<file path="src/rtl/chr_map_pkg.sv">
package chr_map_pkg;

   // Register file layout
   localparam int NUM_WIDE   = 2;              // 2 KiB windows
   localparam int NUM_NARROW = 4;              // 1 KiB windows
   localparam int NUM_BANKS  = NUM_WIDE + NUM_NARROW;
   localparam int CTRL_SLOT  = NUM_BANKS;      // control sits after banks
   localparam int NUM_SLOTS  = NUM_BANKS + 1;

   typedef enum logic {
      MIR_HORIZ = 1'b0,
      MIR_VERT  = 1'b1
   } mirror_e;

   typedef struct packed {
      logic    swap;
      mirror_e mir;
   } ctrl_t;

   localparam ctrl_t CTRL_RESET = '{swap: 1'b0, mir: MIR_HORIZ};

endpackage

</file>
<file path="src/rtl/chr_bank_regs.sv">
module chr_bank_regs
   import chr_map_pkg::*;
#(
   parameter int              ADDR_W = 16,
   parameter int              DATA_W = 8,
   parameter logic [ADDR_W-1:0] BASE = 16'h7EF0
) (
   input  logic                              clk,
   input  logic                              rst_n,
   input  logic                              we,
   input  logic [ADDR_W-1:0]                 addr,
   input  logic [DATA_W-1:0]                 wdata,
   output logic [NUM_BANKS-1:0][DATA_W-1:0]  bank_q,
   output ctrl_t                             ctrl_q
);

   // elaboration checks
   if (DATA_W < 2) begin : g_bad_dw
      $error("chr_bank_regs: DATA_W must be at least 2");
   end
   if (ADDR_W < 4) begin : g_bad_aw
      $error("chr_bank_regs: ADDR_W too small for register window");
   end

   // Offset from base; unsigned wrap makes addresses below base large.
   logic [ADDR_W-1:0] rel;
   logic              in_win;

   assign rel    = addr - BASE;
   assign in_win = we && (rel < ADDR_W'(NUM_SLOTS));

   for (genvar i = 0; i < NUM_BANKS; i++) begin : g_bank
      logic sel;
      assign sel = in_win && (rel == ADDR_W'(i));

      always_ff @(posedge clk or negedge rst_n) begin
         if (!rst_n)   bank_q[i] <= '0;
         else if (sel) bank_q[i] <= wdata;
      end

      // a write to this slot lands with that write's data
      a_r7_bank_load: assert property (@(posedge clk) disable iff (!rst_n)
         (we && addr == BASE + ADDR_W'(i)) |=> bank_q[i] == $past(wdata));

      // no write to this slot, no change
      a_r9_bank_hold: assert property (@(posedge clk) disable iff (!rst_n)
         !(we && addr == BASE + ADDR_W'(i)) |=> $stable(bank_q[i]));
   end

   logic ctrl_sel;
   assign ctrl_sel = in_win && (rel == ADDR_W'(CTRL_SLOT));

   always_ff @(posedge clk or negedge rst_n) begin
      if (!rst_n) begin
         ctrl_q <= CTRL_RESET;
      end else if (ctrl_sel) begin
         ctrl_q.swap <= wdata[1];
         ctrl_q.mir  <= mirror_e'(wdata[0]);
      end
   end

   // control takes only bits 1..0 of the written data
   a_r8_ctrl_load: assert property (@(posedge clk) disable iff (!rst_n)
      (we && addr == BASE + ADDR_W'(CTRL_SLOT)) |=>
         ({ctrl_q.swap, ctrl_q.mir} == $past(wdata[1:0])));

   // control holds when not addressed
   a_r9_ctrl_hold: assert property (@(posedge clk) disable iff (!rst_n)
      !(we && addr == BASE + ADDR_W'(CTRL_SLOT)) |=> $stable(ctrl_q));

endmodule

</file>
<file path="src/rtl/chr_window_decode.sv">
module chr_window_decode
   import chr_map_pkg::*;
#(
   parameter int VAW    = 13,
   parameter int BANK_W = 8,
   parameter int ROM_AW = 18
) (
   input  logic [VAW-1:0]                   vid_addr,
   input  logic [NUM_WIDE-1:0][BANK_W-1:0]  wide_bank,
   input  logic [NUM_NARROW-1:0][BANK_W-1:0] narrow_bank,
   input  logic                             swap,
   output logic [ROM_AW-1:0]                rom_addr
);

   // 1 KiB window offset width; the space holds 8 windows of that size
   localparam int OFS_W   = VAW - 3;
   localparam int NSEL_W  = $clog2(NUM_NARROW);
   localparam int WSEL_W  = (NUM_WIDE > 1) ? $clog2(NUM_WIDE) : 1;

   if (VAW < 4) begin : g_bad_vaw
      $error("chr_window_decode: VAW too small");
   end
   if (ROM_AW != BANK_W + OFS_W) begin : g_bad_rom
      $error("chr_window_decode: ROM_AW must equal BANK_W + VAW - 3");
   end
   if (NUM_NARROW != 4 || NUM_WIDE != 2) begin : g_bad_layout
      $error("chr_window_decode: layout expects two wide and four narrow windows");
   end

   logic              hi_half;       // effective bit 12 after swap
   logic [WSEL_W-1:0] wsel;
   logic [NSEL_W-1:0] nsel;
   logic [BANK_W-1:0] wide_num;
   logic [BANK_W-1:0] narrow_num;
   logic [BANK_W-1:0] bank_num;

   assign hi_half = vid_addr[VAW-1] ^ swap;
   assign wsel    = vid_addr[VAW-2 -: WSEL_W];
   assign nsel    = vid_addr[VAW-2 -: NSEL_W];

   // Wide window: drop register bit 0, replace with video bit OFS_W
   assign wide_num   = {wide_bank[wsel][BANK_W-1:1], vid_addr[OFS_W]};
   assign narrow_num = narrow_bank[nsel];

   always_comb begin
      if (hi_half) bank_num = narrow_num;
      else         bank_num = wide_num;
   end

   assign rom_addr = {bank_num, vid_addr[OFS_W-1:0]};

endmodule

</file>
<file path="src/rtl/chr_mirror_sel.sv">
module chr_mirror_sel
   import chr_map_pkg::*;
#(
   parameter int VAW = 13
) (
   input  logic [VAW-1:0] vid_addr,
   input  mirror_e        mir,
   output logic           nt_bit
);

   localparam int HBIT = VAW - 2;   // 2 KiB stride bit
   localparam int VBIT = VAW - 3;   // 1 KiB stride bit

   if (VAW < 4) begin : g_bad_vaw
      $error("chr_mirror_sel: VAW too small");
   end

   always_comb begin
      unique case (mir)
         MIR_VERT:  nt_bit = vid_addr[VBIT];
         default:   nt_bit = vid_addr[HBIT];
      endcase
   end

endmodule

</file>
<file path="src/rtl/chr_bank_mapper.sv">
module chr_bank_mapper
   import chr_map_pkg::*;
#(
   parameter int                CPU_AW = 16,
   parameter int                CPU_DW = 8,
   parameter int                VAW    = 13,
   parameter int                ROM_AW = 18,
   parameter logic [CPU_AW-1:0] BASE   = 16'h7EF0
) (
   input  logic              clk,
   input  logic              rst_n,
   input  logic              cpu_we,
   input  logic [CPU_AW-1:0] cpu_addr,
   input  logic [CPU_DW-1:0] cpu_wdata,
   input  logic [VAW-1:0]    vid_addr,
   output logic [ROM_AW-1:0] rom_addr,
   output logic              nt_addr_bit
);

   localparam int OFS_W = VAW - 3;

   if (ROM_AW != CPU_DW + OFS_W) begin : g_bad_rom
      $error("chr_bank_mapper: ROM_AW must equal CPU_DW + VAW - 3");
   end

   logic [NUM_BANKS-1:0][CPU_DW-1:0]  bank_q;
   logic [NUM_WIDE-1:0][CPU_DW-1:0]   wide_bank;
   logic [NUM_NARROW-1:0][CPU_DW-1:0] narrow_bank;
   ctrl_t                             ctrl_q;

   chr_bank_regs #(
      .ADDR_W (CPU_AW),
      .DATA_W (CPU_DW),
      .BASE   (BASE)
   ) u_regs (
      .clk    (clk),
      .rst_n  (rst_n),
      .we     (cpu_we),
      .addr   (cpu_addr),
      .wdata  (cpu_wdata),
      .bank_q (bank_q),
      .ctrl_q (ctrl_q)
   );

   for (genvar i = 0; i < NUM_WIDE; i++) begin : g_wide
      assign wide_bank[i] = bank_q[i];
   end
   for (genvar j = 0; j < NUM_NARROW; j++) begin : g_narrow
      assign narrow_bank[j] = bank_q[NUM_WIDE + j];
   end

   chr_window_decode #(
      .VAW    (VAW),
      .BANK_W (CPU_DW),
      .ROM_AW (ROM_AW)
   ) u_decode (
      .vid_addr    (vid_addr),
      .wide_bank   (wide_bank),
      .narrow_bank (narrow_bank),
      .swap        (ctrl_q.swap),
      .rom_addr    (rom_addr)
   );

   chr_mirror_sel #(
      .VAW (VAW)
   ) u_mirror (
      .vid_addr (vid_addr),
      .mir      (ctrl_q.mir),
      .nt_bit   (nt_addr_bit)
   );

   // offset passes through untouched
   a_r4_offset: assert property (@(posedge clk) disable iff (!rst_n)
      rom_addr[OFS_W-1:0] == vid_addr[OFS_W-1:0]);

   // wide window bank is register bits 7..1 plus video bit 10
   a_r2_wide: assert property (@(posedge clk) disable iff (!rst_n)
      (vid_addr[VAW-1] == ctrl_q.swap) |->
         (rom_addr[ROM_AW-1:OFS_W+1] == wide_bank[vid_addr[VAW-2]][CPU_DW-1:1]
          && rom_addr[OFS_W] == vid_addr[OFS_W]));

   // narrow window bank is the full register
   a_r3_narrow: assert property (@(posedge clk) disable iff (!rst_n)
      (vid_addr[VAW-1] != ctrl_q.swap) |->
         (rom_addr[ROM_AW-1:OFS_W] == narrow_bank[vid_addr[VAW-2:VAW-3]]));

   // nametable bit follows mirroring mode
   a_r10_mirror: assert property (@(posedge clk) disable iff (!rst_n)
      (ctrl_q.mir == MIR_HORIZ) ? (nt_addr_bit == vid_addr[VAW-2])
                                : (nt_addr_bit == vid_addr[VAW-3]));

endmodule

</file>
<file path="config.mk">
export PLATFORM = sky130hd
export DESIGN_NAME = chr_bank_mapper
export DESIGN_NICKNAME = d
export VERILOG_FILES = /design/src/rtl/chr_map_pkg.sv /design/src/rtl/chr_bank_regs.sv /design/src/rtl/chr_window_decode.sv /design/src/rtl/chr_mirror_sel.sv /design/src/rtl/chr_bank_mapper.sv
export SDC_FILE = /design/constraint.sdc
export NUM_CORES = 1
export LEC_CHECK = 0
export ABC_AREA = 1
export BUFFER_PORTS_ARGS = -buffer_cell sky130_fd_sc_hd__buf_4
export CORE_ASPECT_RATIO = 1.25
export CORE_MARGIN = 1
export CORE_UTILIZATION = 45
export DETAILED_ROUTE_END_ITERATION = 8
export GPL_TIMING_DRIVEN = 0
export PLACE_DENSITY = 0.68
export SLEW_MARGIN = 20
export SYNTH_ARGS = -nofsm -noshare
export SYNTH_HDL_FRONTEND = slang
export SYNTH_SLANG_ARGS = --single-unit
</file>
<file path="constraint.sdc">
create_clock -name clk -period 3.7 [get_ports clk]
set_input_delay 0.37 -clock clk [delete_from_list [all_inputs] [get_ports clk]]
set_output_delay 0.37 -clock clk [all_outputs]
set_load 0.1 [all_outputs]
</file>
# Word level (Yosys, flattened, before mapping)
# Cells that the tools add are included.
# word_totals
reg_bits	50
in_bits	40
output_inout_bits	19
wordCells	34
# op_classes
n_addsub	1
order_cmp	3
eq_ne	6
n_mux	6
n_bitwise	1
reduce_logical	9
# ops
op	n
$eq 16x3->1 const B	3
$eq 16x2->1 const B	2
$mux 8	4
$bmux 8 s2	1
$eq 16x1->1 const B	1
$logic_not 16->1	1
$lt 16x3->1 const B	1
$sub 16x15->16 const B	1
$logic_and 1x1->1	8
$lt 2x3->1 const B	1
$lt 1x2->1 const B	1
$mux 1	1
$xor 1x1->1	1

# Depth between registers and ports, before layout
# depth
depth_word	4
mapped_depth	8
depth_no_buf	7

# Hierarchy
# From an unflattened synthesis, not the netlist that was laid out.
# unflattened
hier_cells	396
area_unflattened_um2	2820.2
# modules_own_cells
module	instances	cells_per_inst	area_each_um2	seq_area_each_um2
chr_bank_regs	1	243	2143.3	1251.2
chr_window_decode	1	149	661.9	0.0
chr_mirror_sel	1	4	15.0	0.0

# Worst setup path after synthesis
# OpenSTA, ideal clock, no wires.
# synth_timing
kind	input to output
startpoint	in vid_addr[10]
endpoint	out rom_addr[10]
arrival_ps	2921
t_required_ps	3330
path_slack_ps	409
cell_stages	4
n_path_buf	2
path_cell_list	buf_2 > inv_1 > buf_2 > o21ai_0
# synth_between
elab_chain_len	3
# synth_lines
item	line	text
start: declaration	chr_bank_mapper.sv:15	input logic [VAW-1:0] vid_addr,
$bmux 8 s2	chr_window_decode.sv:43	assign narrow_num = narrow_bank[nsel];
$mux 8 (implied by the code)	chr_window_decode.sv:43	
$mux 8 (*)	chr_window_decode.sv:46	if (hi_half) bank_num = narrow_num;
end: declaration	chr_bank_mapper.sv:16	output logic [ROM_AW-1:0] rom_addr,
# Mark *: on every way between the ends. The rest lies on a longest branch, timed or not. The select of a mux whose other input is x is not followed.

# Worst setup path in the final report
# layout_timing
startpoint	reg u_regs.ctrl_q[1] (netlist name)
endpoint	out rom_addr[13]
# layout_between
elab_chain_len	2
# layout_lines
item	line	text
$xor 1x1->1	chr_window_decode.sv:37	assign hi_half = vid_addr[VAW-1] ^ swap;
$mux 8	chr_window_decode.sv:46	
# Every way passes these cells.

==> impl_metrics.tcl <==
set metrics [dict create \
    power_density_nw_per_um2 325.1 \
    gr-total-overflow 0 \
    critPathKind "flip-flop to output pin" \
    yosysUniqueCellTypes 22 \
    layout_setup_ws_ns 1.135 \
    cp.required_ns 3.33 \
    async_flop_share 1.000 \
    finalSetupViolCount 0 \
    hold_violations 0 \
    slew_violations 0 \
    pre_cts_ws_ns 1.401 \
    endpoint_kind "output pin" \
    synthFlopType "dfrtp_1" \
    first_pass_iters 9 \
    cts_resized 0 \
    synth.top_cells.by_area "dfrtp_1, nand2_1, nand4_1" \
    core_um2 5779 \
    synthDominantCellAreaShare 0.4484 \
    stdcell_count 460 \
    grt_pass1_wl_um 12080 \
    place_inst 452 \
    vias_per_cell 5.720 \
    cts_buffers 5 \
    use_met3 0.03759 \
    antenna_found_initial 0 \
    dp.final_hpwl_um 5369 \
    layout_common_cells "nand2_1, buf_4, nand4_1" \
    nNetsFinal 433 \
    ctsHoldBuffers 0 \
    critPathSlowestCell "xor2_1" \
    syn_area_per_cell_um2 7.879 \
    ios 59 \
    root_buffer "clkbuf_8" \
    run_status "complete, but fails checks" \
    cts_tree "yes" \
    yosysSeqAreaShare 0.4484 \
    synth_area_leader_cell "dfrtp_1" \
    placed_area_um2 3107 \
    grt_pass1_vias 2458 \
    worstMarginPinSlew_ns 0.6043 \
    slowest_delay_ns 0.50 \
    grt_usage 0.2563 \
    synth_edf_count 0 \
    synth_nets 380 \
    drive_above_1_share 0.2259 \
    r2r_cells 2 \
    busiest_layer "met2" \
    ys_ff_latch 48 \
    path_cells "xor2_1 > clkbuf_1 > nand2_1 > o21ai_0 > buf_4" \
    path_depth 5 \
    rsz0062_at_grt "no" \
    cts_num_sinks 48 \
    hold_path_class "input pin to asynchronous set/reset pin" \
    n_fill_cell 568 \
    grtUsageMet2 0.4205 \
    violations "design-rule violations" \
    die_w_um 71.01 \
    critical-path-top-delay-family "buffers and inverters" \
    n_antenna_cell 0 \
    stdcell_area_um2 3197 \
    grt_util_met1 0.3331 \
    dr.first_iter.drc_count 227 \
    worstPathMaxFanout 10 \
    cp-start-kind "flip-flop" \
    cts_setup_buffers 0 \
    dieArea_um2 6267 \
    fin_crit_sh 0.6933 \
    grt_max_degree 49 \
    drc 2 \
    max-vdd-ir-drop_mv 0.1268 \
    clkSlewWorstSetupHoldPaths_ns 0.08 \
    slew_headroom 0.5949 \
    clock_latency_ns 0.30 \
    wire_per_inst_um 16.32 \
    port_buffers 46 \
    layout_commonest_cell "nand2_1" \
    clock.fmax_mhz 389.8 \
    max_cap_viol_count 0 \
    critPathBufInv 2 \
    start_util 0.4635 \
    p_leak_nw 1.712 \
    wl_um 7506 \
    die_h_um 88.26 \
    whs_ns 0.07594 \
    via_count 2631 \
    layout_min_cycle_time_ns 2.565 \
    areaGrowthSynthToFinish_pct 19.34 \
    syn_area_um2 2679 \
    synth_cells 340 \
    htreeDepth 2 \
    yosys_warnings 0 \
    ant_nets 0 \
    gp_congestion 0.8676 \
    fp-row-count 31 \
    clock_path_buffers 2 \
    skew_ns 0 \
    fin_setup_tns_ns 0 \
    arrival_ns 2.20 \
]
## final cells by class
| class | count | area (µm²) | share of cell area |
|---|---|---|---|
| multi-input cells | 253 | 1272 | 0.3980 |
| flip-flops and latches | 48 | 1201 | 0.3757 |
| repair buffers | 46 | 345.3 | 0.1080 |
| plain buffers | 27 | 160.2 | 0.05010 |
| clock buffers | 8 | 90.09 | 0.02818 |
| well taps | 66 | 82.58 | 0.02583 |
| inverters | 12 | 45.04 | 0.01409 |
## cells by family (layout without fill, tap and decap cells)
| family | Yosys count | count (layout) | synth area share |
|---|---|---|---|
| simple gates | 212 | 212 | 0.3839 |
| xor+xnor | 1 | 1 | 0.003270 |
| flops | 48 | 48 | 0.4484 |
| mux | 7 | 7 | 0.02616 |
| buf+inv | 39 | 93 | 0.07660 |
| compound gates | 33 | 33 | 0.06165 |
## per-stage QoR
step	total power, W	utilization
2_1_floorplan	0.0006605	-
3_3_place_gp	0.0007309	0.5376
3_5_place_dp	0.0007325	0.5376
4_1_cts	0.001048	0.5532
5_1_grt	0.001082	0.5532
6_report	0.001039	0.5532
## cell usage after synthesis (2+ instances only)
| cell type | instances |
|---|---|
| nand2_1 | 116 |
| nand4_1 | 49 |
| dfrtp_1 | 48 |
| o21ai_0 | 31 |
| nor2_1 | 29 |
| buf_4 | 11 |
| inv_1 | 11 |
| buf_2 | 8 |
| clkbuf_1 | 7 |
| mux2i_1 | 7 |
| nand3_2 | 7 |
| a21oi_1 | 2 |
| nand3_1 | 2 |
| nor2_2 | 2 |
| nor2_4 | 2 |
| nor3_2 | 2 |
## metal layers
layer	part of all wire	vias up	wire length (µm)
met2	0.48	129	3620
met1	0.40	1238	3039
li1	-	1244	-
met5	0	-	0
met4	0.037	0	277
met3	0.076	20	569
## power by group
| part | switching (W) | internal [W] |
|---|---|---|
| logic | 0.000144 | 0.0000530 |
| clock network | 0.000165 | 0.000153 |
| registers | 0.0000000233 | 0.000524 |
## flip-flops by register name, indices dropped and copies added (netlist names)
signal,cells
u_regs.bank_q,46
u_regs.ctrl_q,2
## worst paths after layout
| path | slack (ns) | end | from |
|---|---|---|---|
| setup / recovery | 1.13 | rom_addr[13] | u_regs.ctrl_q[1]$_DFFE_PN0P_ |
| hold / removal | 0.08 | u_regs.bank_q[10]$_DFFE_PN0P_ | rst_n |
| setup reg to reg | 3.07 | u_regs.ctrl_q[0]$_DFFE_PN0P_ | u_regs.ctrl_q[0]$_DFFE_PN0P_ |
| hold reg to reg | 0.47 | u_regs.bank_q[30]$_DFFE_PN0P_ | u_regs.bank_q[30]$_DFFE_PN0P_ |
| max in group asynchronous | 3.22 | u_regs.bank_q[17]$_DFFE_PN0P_ | rst_n |
| min in group clk | 0.37 | u_regs.bank_q[38]$_DFFE_PN0P_ | cpu_wdata[6] |
Power figures use the tool's default switching activity.
